$ cat src/rtl/splitter_pkg.sv
package splitter_pkg;

  // strobes from control to datapath
  typedef struct packed {
    logic load;     // capture a new region
    logic advance;  // current segment was taken
  } dpStrobe_t;

  typedef enum logic {
    ST_IDLE = 1'b0,
    ST_EMIT = 1'b1
  } splitState_t;

endpackage

$ cat src/rtl/splitter_datapath.sv
module splitter_datapath
  import splitter_pkg::*;
#(
  parameter int ADDR_W    = 32,
  parameter int PAGE_BITS = 12
) (
  input  logic              clk,
  input  logic              rstN,
  input  dpStrobe_t         strobe,
  input  logic [ADDR_W-1:0] startAddr,
  input  logic [ADDR_W-1:0] regionSize,
  output logic [ADDR_W-1:0] segBase,
  output logic [ADDR_W-1:0] segMask,
  output logic [ADDR_W-1:0] segSize,
  output logic              lastSeg,
  output logic              sizeBad
);

  localparam int PW = ADDR_W - PAGE_BITS;

  logic [PW-1:0] curPage;
  logic [PW-1:0] remPages;
  logic [PW-1:0] addrLimit;
  logic [PW-1:0] remLimit;
  logic [PW-1:0] segPages;

  always_ff @(posedge clk or negedge rstN) begin
    if (!rstN) begin
      curPage  <= '0;
      remPages <= '0;
    end else if (strobe.load) begin
      curPage  <= startAddr[ADDR_W-1:PAGE_BITS];
      remPages <= regionSize[ADDR_W-1:PAGE_BITS];
    end else if (strobe.advance) begin
      curPage  <= curPage + segPages;
      remPages <= remPages - segPages;
    end
  end

  // lowest set bit of the address: the alignment it offers (zero = any)
  assign addrLimit = curPage & (~curPage + PW'(1));

  // highest set bit of the remaining length
  always_comb begin
    remLimit = '0;
    for (int i = 0; i < PW; i++) begin
      if (remPages[i]) begin
        remLimit    = '0;
        remLimit[i] = 1'b1;
      end
    end
  end

  assign segPages = ((addrLimit == '0) || (remLimit < addrLimit)) ? remLimit : addrLimit;

  assign segBase = {curPage, {PAGE_BITS{1'b0}}};
  assign segSize = {segPages, {PAGE_BITS{1'b0}}};
  assign segMask = ~(segSize - ADDR_W'(1));
  assign lastSeg = (remPages == segPages);
  assign sizeBad = (regionSize == '0) || (regionSize[PAGE_BITS-1:0] != '0);

endmodule

$ cat src/rtl/splitter_control.sv
module splitter_control
  import splitter_pkg::*;
#(
  parameter int MAX_SEGS = 8,
  localparam int CNT_W   = $clog2(MAX_SEGS + 1)
) (
  input  logic             clk,
  input  logic             rstN,
  input  logic             start,
  input  logic             segReady,
  input  logic             sizeBad,
  input  logic             lastSeg,
  output dpStrobe_t        strobe,
  output logic             segValid,
  output logic             done,
  output logic [CNT_W-1:0] segCount,
  output logic             errSize,
  output logic             errOverflow
);

  splitState_t state;
  logic        take;
  logic        atLimit;

  assign segValid       = (state == ST_EMIT);
  assign take           = segValid && segReady;
  assign atLimit        = (segCount == CNT_W'(MAX_SEGS - 1));
  assign strobe.load    = (state == ST_IDLE) && start;
  assign strobe.advance = take;

  always_ff @(posedge clk or negedge rstN) begin
    if (!rstN) begin
      state       <= ST_IDLE;
      done        <= 1'b0;
      segCount    <= '0;
      errSize     <= 1'b0;
      errOverflow <= 1'b0;
    end else begin
      done <= 1'b0;
      case (state)
        ST_IDLE: begin
          if (start) begin
            segCount    <= '0;
            errSize     <= sizeBad;
            errOverflow <= 1'b0;
            if (sizeBad) done  <= 1'b1;
            else         state <= ST_EMIT;
          end
        end
        ST_EMIT: begin
          if (take) begin
            segCount <= segCount + CNT_W'(1);
            if (lastSeg) begin
              done  <= 1'b1;
              state <= ST_IDLE;
            end else if (atLimit) begin
              errOverflow <= 1'b1;
              done        <= 1'b1;
              state       <= ST_IDLE;
            end
          end
        end
        default: state <= ST_IDLE;
      endcase
    end
  end

endmodule

$ cat src/rtl/range_splitter.sv
module range_splitter
  import splitter_pkg::*;
#(
  parameter int ADDR_W   = 32,
  parameter int MAX_SEGS = 8,
  localparam int CNT_W   = $clog2(MAX_SEGS + 1)
) (
  input  logic              clk,
  input  logic              rstN,
  input  logic              start,
  input  logic [ADDR_W-1:0] startAddr,
  input  logic [ADDR_W-1:0] regionSize,
  output logic              segValid,
  input  logic              segReady,
  output logic [ADDR_W-1:0] segBase,
  output logic [ADDR_W-1:0] segMask,
  output logic [ADDR_W-1:0] segSize,
  output logic              done,
  output logic [CNT_W-1:0]  segCount,
  output logic              errSize,
  output logic              errOverflow
);

  localparam int PAGE_BITS = 12;

  dpStrobe_t strobe;
  logic      lastSeg;
  logic      sizeBad;

  splitter_control #(.MAX_SEGS(MAX_SEGS)) uCtrl (
    .clk(clk), .rstN(rstN), .start(start), .segReady(segReady),
    .sizeBad(sizeBad), .lastSeg(lastSeg), .strobe(strobe),
    .segValid(segValid), .done(done), .segCount(segCount),
    .errSize(errSize), .errOverflow(errOverflow)
  );

  splitter_datapath #(.ADDR_W(ADDR_W), .PAGE_BITS(PAGE_BITS)) uDp (
    .clk(clk), .rstN(rstN), .strobe(strobe), .startAddr(startAddr),
    .regionSize(regionSize), .segBase(segBase), .segMask(segMask),
    .segSize(segSize), .lastSeg(lastSeg), .sizeBad(sizeBad)
  );

endmodule

$ cat config.mk
export PLATFORM = sky130hd
export DESIGN_NAME = range_splitter
export DESIGN_NICKNAME = d
export VERILOG_FILES = /design/src/rtl/splitter_pkg.sv /design/src/rtl/splitter_datapath.sv /design/src/rtl/splitter_control.sv /design/src/rtl/range_splitter.sv
export SDC_FILE = /design/constraint.sdc
export NUM_CORES = 1
export LEC_CHECK = 0
export BUFFER_PORTS_ARGS = -buffer_cell sky130_fd_sc_hd__buf_2
export CORE_MARGIN = 4
export CORE_UTILIZATION = 25
export DETAILED_ROUTE_END_ITERATION = 10
export GPL_TIMING_DRIVEN = 0
export SETUP_SLACK_MARGIN = 0.05
export SYNTH_ARGS = -nofsm -noshare
export SYNTH_HDL_FRONTEND = slang
export SYNTH_SLANG_ARGS = --single-unit
$ cat constraint.sdc
create_clock -name clk -period 9.25 [get_ports clk]
set_input_delay 1.85 -clock clk [delete_from_list [all_inputs] [get_ports clk]]
set_output_delay 1.85 -clock clk [all_outputs]
set_load 0.02 [all_outputs]
==> out/metrics.csv, run 1 <==
metric;value;unit
outcome;finished clean;
cts_setup_buffers;0;
worstPathArrival;8.53;ns
cts_resized;0;
grt_overflow;0;
crit_path_start_kind;register;
finalHoldViolCount;0;
cts_buffers;5;
ys_ff_latch;48;
vdd_ir_drop_max;0.0690;mV
io_pins;172;
yosysUniqueCellTypes;63;
cts.sinks;48;
grtUsageMet2;26.7;%
vias_per_cell;5.18;
core.rowCount;54;
wirelength;21.0;mm
cp.required;9.48;ns
setup_violations;0;
chipHeight;158;um
ant_nets;0;
drc;0;
fp.dieW;158;um
cts.htree.levels;2;
root_buffer;clkbuf_16;
internal_power;495;uW
vias;6081;
slowest_delay;0.79;ns
drive_gt1_share;20.9;%
powerDensity;123;nW/um^2
synth_enable_flop_cells;0;
grt_pass1_vias;5692;
insertion_delay;0.31;ns
syn_area;5650;um^2
n_fill_cell;2436;
netlist_instances;729;
grtUsageMet3;3.02;%
nNetsFinal;1020;
rsz0062_at_grt;false;
p_leak;0.00335;uW
cts_tree;done;
finalSetupTns;0;ns
p_switching;357;uW
cts.reportedPaths.clkPinSlew;0.07;ns
cp_max_fo;10;
period_share;89.7;%
dp_hpwl;17.2;mm
finalNonFillerCells;1175;
maxCapViolations;0;
synthArstFlopShare;100;%
slowest_stage;nor4_1;
syn_to_final_growth;22.5;%
port-buffer-count;123;
drt-initial-drc-count;461;
synth_warnings;0;
p_comb_share;43.6;%
top_usage_layer;met2;
fmax;121;MHz
dieArea;25100;um^2
ys_seq_area_share;21.3;%
crit_type;register to register;
antennaDiodeCount;0;
grt_max_degree;49;
start_util;25.6;%
syn_area_per_cell;7.75;um^2
finClkSkew;0.0104;ns
synth_top_area_share;21.3;%
critical_path.endpoint_type;register;
track_usage;16.1;%
core;22000;um^2
multiInputGateArea;4050;um^2
fin_crit;8.29;ns
clock_path_buffers;2;
hold_class;register to register;
first_pass_iters;5;
worst_slew_pin_slew;1.20;ns
synth_ff_type;dfrtp_1;
slew_headroom;20.2;%
yosys.area.top_type;dfrtp_1;
slew_viol_final;0;
pwr-share-clk;26.5;%
grt_pass1_wl;31.4;mm
regArea;1200;um^2
swShare;41.9;%
cts_hold_buf;0;
dpl.cell_count;1167;
globalplace.congestion;0.934;
drt-wirelength-per-cell;17.9;um
netlist_top_cells_area;dfrtp_1, ha_1, o21ai_0;
antenna_found_initial;1;
grtUsageMet1;21.0;%
seq_power_share;29.9;%
## area by class of cell
| type | instances | share of cell area [%] |
|---|---|---|
| Buffer | 64 | 5.64 |
| Clock buffer | 5 | 1.81 |
| Clock inverter | 3 | 0.669 |
| Inverter | 38 | 2.06 |
| Multi-Input combinational cell | 614 | 58.5 |
| Sequential cell | 48 | 17.4 |
| Tap cell | 280 | 5.06 |
| Timing Repair Buffer | 123 | 8.90 |
## path summary, 6_finish.rpt
check | from | end | slack [ns] | cells past startpoint
setup / recovery | uDp.remPages[19] | uDp.curPage[17] | 0.96 | 26
hold / removal | uCtrl.errSize | uCtrl.errSize | 0.47 | 2
setup reg to reg | uDp.remPages[19] | uDp.curPage[17] | 0.96 | 26
hold reg to reg | uCtrl.errSize | uCtrl.errSize | 0.47 | 2
max in group asynchronous | rstN | uDp.remPages[4] | 6.73 | 1
min in group asynchronous | rstN | uDp.curPage[3] | 1.78 | 1
## power by group through the flow
stage | sequential, uW | clock, uW | combinational, uW
after floorplan | 260 | 0 | 250
after global placement | 259 | 0 | 366
after detailed placement | 259 | 0 | 368
after CTS | 255 | 234 | 370
after global routing | 258 | 239 | 406
final | 255 | 226 | 371
## state kept, by name, indices dropped and copies added, names as in the netlist
signal	count
uCtrl.done	1
uCtrl.errOverflow	1
uCtrl.errSize	1
uCtrl.segCount	4
uCtrl.segValid	1
uDp.curPage	20
uDp.remPages	20
## layout by cell type, fill, tap and decap left out, drive strengths merged, types with 10 or more instances in the layout
master and n:
a31oi 10, nand4 11, a21o 22, buf 165, nor3 20, xnor2 18, a21oi 41, xor2 13
conb 36, o21ai 83, nor4 20, nor2 37, clkbuf 27, nand3 20, nor2b 10, inv 39
and3 12, dfrtp 48, nand2b 13, ha 58, nand2 61, a22oi 34
## per-stage QoR
stage | instance area (um^2) | total power [uW] | setup slack, ns | hold WS (ns) | utilization, %
2_1_floorplan | 5780 | 509 | 2.26 | 0.517 | -
3_3_place_gp | 6750 | 625 | 1.20 | 0.461 | 30.6
3_5_place_dp | 6750 | 627 | 1.19 | 0.457 | 30.6
4_1_cts | 6920 | 858 | 1.12 | 0.476 | 31.4
5_1_grt | 6920 | 904 | 0.474 | 0.514 | 31.4
6_report | 6920 | 852 | 0.957 | 0.472 | 31.4
## layer usage
metal / routed length, um / share of wire [%]
met3: 1310 / 6.2
met4: 688 / 3.3
met2: 9730 / 46
met1: 9280 / 44
met5: 13 / 0.062
## cell families (layout without fill, tap and decap cells)
logic type	after synthesis	after routing	synth area share (%)
AOI/OAI and AO/OA	239	239	26.9
xor gates and xnor gates	31	31	4.81
adders and majority gates	58	58	12.8
buffers and inverters	102	233	9.44
DFF	48	48	21.3
muxes	7	7	1.28
other	1	36	0.0664
and+or+nand+nor	243	243	23.4
## worst max-delay path, delay by kind of cell (launching register included)
family / cells / cell delay, ns
compound gates: 9 / 2.40
fa+ha+maj: 2 / 0.62
mux: 1 / 0.35
buf+inv: 4 / 1.12
flops: 1 / 0.39
simple gates: 10 / 3.33
## synth_stat cells, types with 20 or more instances
library cell  number
a21o_1            22
a21oi_1           41
a22oi_1           33
buf_4             37
clkbuf_1          22
dfrtp_1           48
ha_1              58
inv_1             36
nand2_1           60
nand3_1           20
nor2_1            37
o21ai_0           74
(Power assumes the default switching activity.)
==> run 2, diff against run 1 <==
--- a/config.mk
+++ b/config.mk
@@ -10,6 +10,7 @@
 export CORE_UTILIZATION = 25
 export DETAILED_ROUTE_END_ITERATION = 10
 export GPL_TIMING_DRIVEN = 0
+export REMOVE_ABC_BUFFERS = 1
 export SETUP_SLACK_MARGIN = 0.05
 export SYNTH_ARGS = -nofsm -noshare
 export SYNTH_HDL_FRONTEND = slang
==> out/metrics.csv, run 2 (synthesis gave the netlist of run 1 again) <==
metric;value;unit
outcome;finished clean;
nNetsFinal;958;
drc;0;
vias;5767;
grt_max_degree;55;
root_buffer;clkbuf_16;
core;22000;um^2
worstPathArrival;6.46;ns
crit_type;register to output port;
cp_top_family;simple AND/OR/NAND/NOR gates;
setup_violations;0;
hold_class;register to register;
powerDensity;121;nW/um^2
cts.sinks;48;
crit_path_start_kind;register;
core.rowCount;54;
drive_gt1_share;17.9;%
fin_crit;8.31;ns
critical_path.endpoint_type;output port;
design_area;6560;um^2
antennaDiodeCount;0;
wirelength;19.1;mm
reg_top3;uDp.curPage x20, uDp.remPages x20, uCtrl.segCount x4;
finalSetupTns;0;ns
cts_hold_buf;0;
fin_util;29.8;%
crit_buf_inv;3;
cts_setup_buffers;0;
cts_tree;done;
slowest_stage;or4_4;
finalHoldViolCount;0;
dieArea;25100;um^2
crit_path_cell_trace;or4_4, and4bb_2, nand2_1, nor3_1, nand3b_1, ha_1, nand4_1, nor4_1, o2111ai_1, o2111ai_1, nand2_4, nand2_1, o21a_1, inv_2, nor3_2, inv_2, nor4_4, nand4_1, or3_1, buf_2;
grt_pass1_vias;5480;
maxCapViolations;0;
io_pins;172;
chipHeight;158;um
track_usage;15.2;%
grt_overflow;0;
worst_slew_pin_slew;1.23;ns
drt-wirelength-per-cell;17.2;um
placed_area;6420;um^2
grt_pass1_wl;30.1;mm
start_util;25.6;%
vdd_ir_drop_max;0.0601;mV
dp_hpwl;15.4;mm
fmax;120;MHz
final_cell_mix;buf_2, o21ai_0, nand2_1;
cts_resized;0;
slowest_delay;0.59;ns
cts.reportedPaths.clkPinSlew;0.07;ns
slew_headroom;17.9;%
ant_nets;0;
first_pass_iters;5;
clock_path_buffers;2;
port-buffer-count;123;
period_share;89.8;%
rsz0062_at_grt;false;
finClkSkew;0.00668;ns
p_leak;0.00312;uW
syn_to_final_growth;16.0;%
drt-initial-drc-count;310;
globalplace.congestion;0.824;
vias_per_cell;5.19;
fp.dieW;158;um
final_common_cell;buf_2;
slew_viol_final;0;
insertion_delay;0.30;ns
cp_max_fo;54;
antenna_found_initial;1;
cts_buffers;5;
cts.htree.levels;2;
cp.required;7.40;ns
[run 2: cell types whose count changed in the layout (fill, tap and decap cells not counted), sizes merged]
cell	previous run	this run
buf	165	125
clkbuf	27	6
bufinv	1	0
clkinv	0	1
clkinvlp	1	0
inv	39	38
[run 2: report_power, final]
part           internal, uW  leakage, uW  switching, uW
Clock                  99.0    0.0000667           91.9
Sequential              226     0.000591           32.4
Combinational           128      0.00247            218
Total                   452      0.00312            342
[run 2: worst paths after layout]
path | depth (start not counted) | endpoint | from | slack [ns]
hold reg to reg | 2 | uCtrl.errOverflow | uCtrl.errOverflow | 0.49
setup reg to reg | 22 | uDp.curPage[17] | uDp.curPage[1] | 1.42
hold / removal | 2 | uCtrl.errOverflow | uCtrl.errOverflow | 0.49
max in group asynchronous | 1 | uDp.remPages[14] | rstN | 6.69
setup / recovery | 20 | segMask[31] | uDp.curPage[1] | 0.94
min in group asynchronous | 1 | uDp.curPage[3] | rstN | 1.79
[run 2: through the flow]
| stage | std cells | total power [uW] | hold slack (ns) | setup slack, ns |
|---|---|---|---|---|
| floorplan | 700 | 492 | 0.517 | 2.14 |
| global placement | 1103 | 600 | 0.469 | 1.12 |
| detailed placement | 1105 | 606 | 0.479 | 1.26 |
| CTS | 1112 | 800 | 0.494 | 0.903 |
| global route | 1112 | 852 | 0.528 | 0.321 |
| finish | 1112 | 794 | 0.488 | 0.939 |
[run 2: area by class of cell]
cell class	count	area [um^2]
inverter	38	143
timing repair buffer	125	663
multi-input combinational	614	4060
tap	280	350
clock inverter	1	5.00
clock buffer	6	129
fill	2425	15500
sequential	48	1200
[run 2: routing by layer]
layer	track usage, %	wire length, um	up-vias
met5	0	7	-
met4	2.36	180	2
met3	3.21	1280	13
met2	25.1	8870	175
met1	20.8	8810	2721
li1	-	-	2856
[run 2: worst register-to-register path: stages, from the launching register on]
cell and delay (ns):
dfrtp_1 0.51, or4_4 0.59, and4bb_2 0.42, nand2_1 0.12, nor3_1 0.21, nand3b_1 0.14
ha_1 0.35, nand4_1 0.17, nor4_1 0.54, o2111ai_1 0.27, o2111ai_1 0.52, nand2_4 0.42
o21ai_0 0.59, ha_1 0.38, a21o_1 0.21, or4_1 0.49, or2_2 0.29, a211oi_1 0.47
o21a_1 0.33, nor2b_1 0.08, o21ai_0 0.16, mux2_2 0.36, o21ai_1 0.12
==> run 3, diff against run 2 <==
--- a/config.mk
+++ b/config.mk
@@ -10,6 +10,8 @@
 export CORE_UTILIZATION = 25
 export DETAILED_ROUTE_END_ITERATION = 10
 export GPL_TIMING_DRIVEN = 0
+export MAX_ROUTING_LAYER = met4
+export RECOVER_POWER = 100
 export REMOVE_ABC_BUFFERS = 1
 export SETUP_SLACK_MARGIN = 0.05
 export SYNTH_ARGS = -nofsm -noshare
==> out/metrics.csv, run 3 (synthesis gave the netlist of run 1 again) <==
metric;value;unit
start_util;25.6;%
hold_depth;2;
core;22000;um^2
ant_nets;0;
crit_path_start_kind;register;
slowest_delay;0.70;ns
cp_max_fo;54;
nNetsFinal;958;
vias;5762;
swShare;43.4;%
drt-initial-drc-count;373;
p_comb_share;42.8;%
pwr-share-clk;24.3;%
crit-reg2reg-launch;uDp.curPage[1];
multiInputGateArea;4050;um^2
regArea;1200;um^2
finalPower;783;uW
finalSetupTns;0;ns
drt-wirelength-per-cell;17.2;um
vias_per_cell;5.18;
vdd_ir_drop_max;0.0624;mV
final_cell_mix;o21ai_0, clkbuf_1, nand2_1;
core.rowCount;54;
chipHeight;158;um
root_buffer;clkbuf_16;
hold_path_end;uCtrl.errSize;
crit_path_cell_trace;nor4_1, nand3_1, nor4_1, and3b_1, ha_1, and3_1, a221o_1, a22oi_1, o2111ai_1, nand2_4, and3_1, a22oi_1, nor3_2, inv_1, nor4_4, nand4_1, or3_1, clkbuf_1;
worst_slew_pin_slew;2.87;ns
cts_setup_buffers;0;
cp_top_family;simple AND/OR/NAND/NOR gates;
slew_headroom;-91.3;%
grt_overflow;0;
cts.reportedPaths.clkPinSlew;0.06;ns
finalHoldViolCount;0;
grt_pass1_vias;5450;
grt_max_degree;55;
syn_to_final_growth;14.3;%
slowest_stage;nor4_1;
crit_type;register to output port;
r2r_slack;1.42;ns
maxCapViolations;2;
p_leak;0.00291;uW
min_from;uCtrl.errSize;
globalplace.congestion;0.837;
reg_top3;uDp.curPage x20, uDp.remPages x20, uCtrl.segCount x4;
p_switching;340;uW
n_fill_cell;2480;
finClkSkew;0.00819;ns
seq_power_share;32.9;%
cts_hold_buf;0;
r2r_cells;22;
powerDensity;121;nW/um^2
setup_violations;0;
drive_gt1_share;9.50;%
violations;capacitance limit, slew limit;
internal_power;444;uW
wirelength;19.1;mm
cp.required;7.40;ns
fin_crit;8.30;ns
worstPathArrival;6.45;ns
io_pins;172;
cts.htree.levels;2;
r2r_end;uDp.curPage[17];
critical_path.endpoint_type;output port;
grtUsageMet1;20.7;%
grtUsageMet2;24.7;%
top_usage_layer;met2;
crit_buf_inv;2;
outcome;finished, violations left;
clock_path_buffers;2;
hold_class;register to register;
grt_pass1_wl;29.7;mm
first_pass_iters;4;
rsz0062_at_grt;false;
dieArea;25100;um^2
fp.dieW;158;um
fmax;120;MHz
track_usage;15.4;%
antenna_found_initial;1;
cts_tree;done;
slew_viol_final;67;
grtUsageMet3;2.96;%
port-buffer-count;123;
cts_resized;0;
period_share;89.7;%
insertion_delay;0.31;ns
dp_hpwl;15.3;mm
cts_buffers;5;
cts.sinks;48;
drc;0;
final_common_cell;o21ai_0;
==> run 3: through the flow <==
stage | utilization (%) | worst slack [ns] | cell area [um^2] | hold WS [ns] | std cells
finish | 29.3 | 0.951 | 6460 | 0.481 | 1113
global route | 29.3 | 0.268 | 6460 | 0.496 | 1113
CTS | 29.8 | 0.989 | 6560 | 0.483 | 1112
detailed placement | 29.2 | 1.37 | 6420 | 0.466 | 1105
global placement | 28.9 | 1.09 | 6360 | 0.468 | 1103
floorplan | - | 2.14 | 5390 | 0.517 | 700
==> run 3: power by group through the flow <==
stage / Combinational (uW) / Clock, uW / Sequential, uW
detailed placement: 343 / 0 / 262
CTS: 345 / 197 / 258
global placement: 339 / 0 / 261
global route: 373 / 203 / 261
floorplan: 230 / 0 / 261
finish: 335 / 190 / 258
==> run 3: layer usage <==
| metal | vias up | share of wire [%] |
|---|---|---|
| met5 | - | 0 |
| met4 | 0 | 0.82 |
| met3 | 10 | 6.8 |
| met2 | 183 | 46 |
| met1 | 2725 | 47 |
| li1 | 2844 | - |
==> run 3: layout make-up <==
type / instances / area share, %
multi-input combinational: 614 / 62.6
sequential: 48 / 18.6
timing repair buffer: 125 / 9.01
tap: 280 / 5.43
inverter: 38 / 2.21
clock buffer: 6 / 2.00
clock inverter: 1 / 0.0775
antenna: 1 / 0.0388
==> run 3: worst min-delay path: stages, from the launching register on <==
cell,delay (ns)
dfrtp_1,0.34
nand2_1,0.05
nand2_1,0.06
==> run 3: worst max-delay path by stage <==
stage / startpoint / to / slack (ns) / depth (start not counted)
2_1_floorplan: uDp.curPage[1] / segMask[31] / 2.14 / 17
3_3_place_gp: start / uDp.remPages[13] / 1.09 / 5
3_5_place_dp: uDp.curPage[1] / segMask[31] / 1.37 / 20
4_1_cts: uDp.curPage[1] / segMask[31] / 0.99 / 20
5_1_grt: uDp.remPages[19] / segMask[31] / 0.27 / 18
6_report: uDp.remPages[19] / segMask[31] / 0.95 / 18
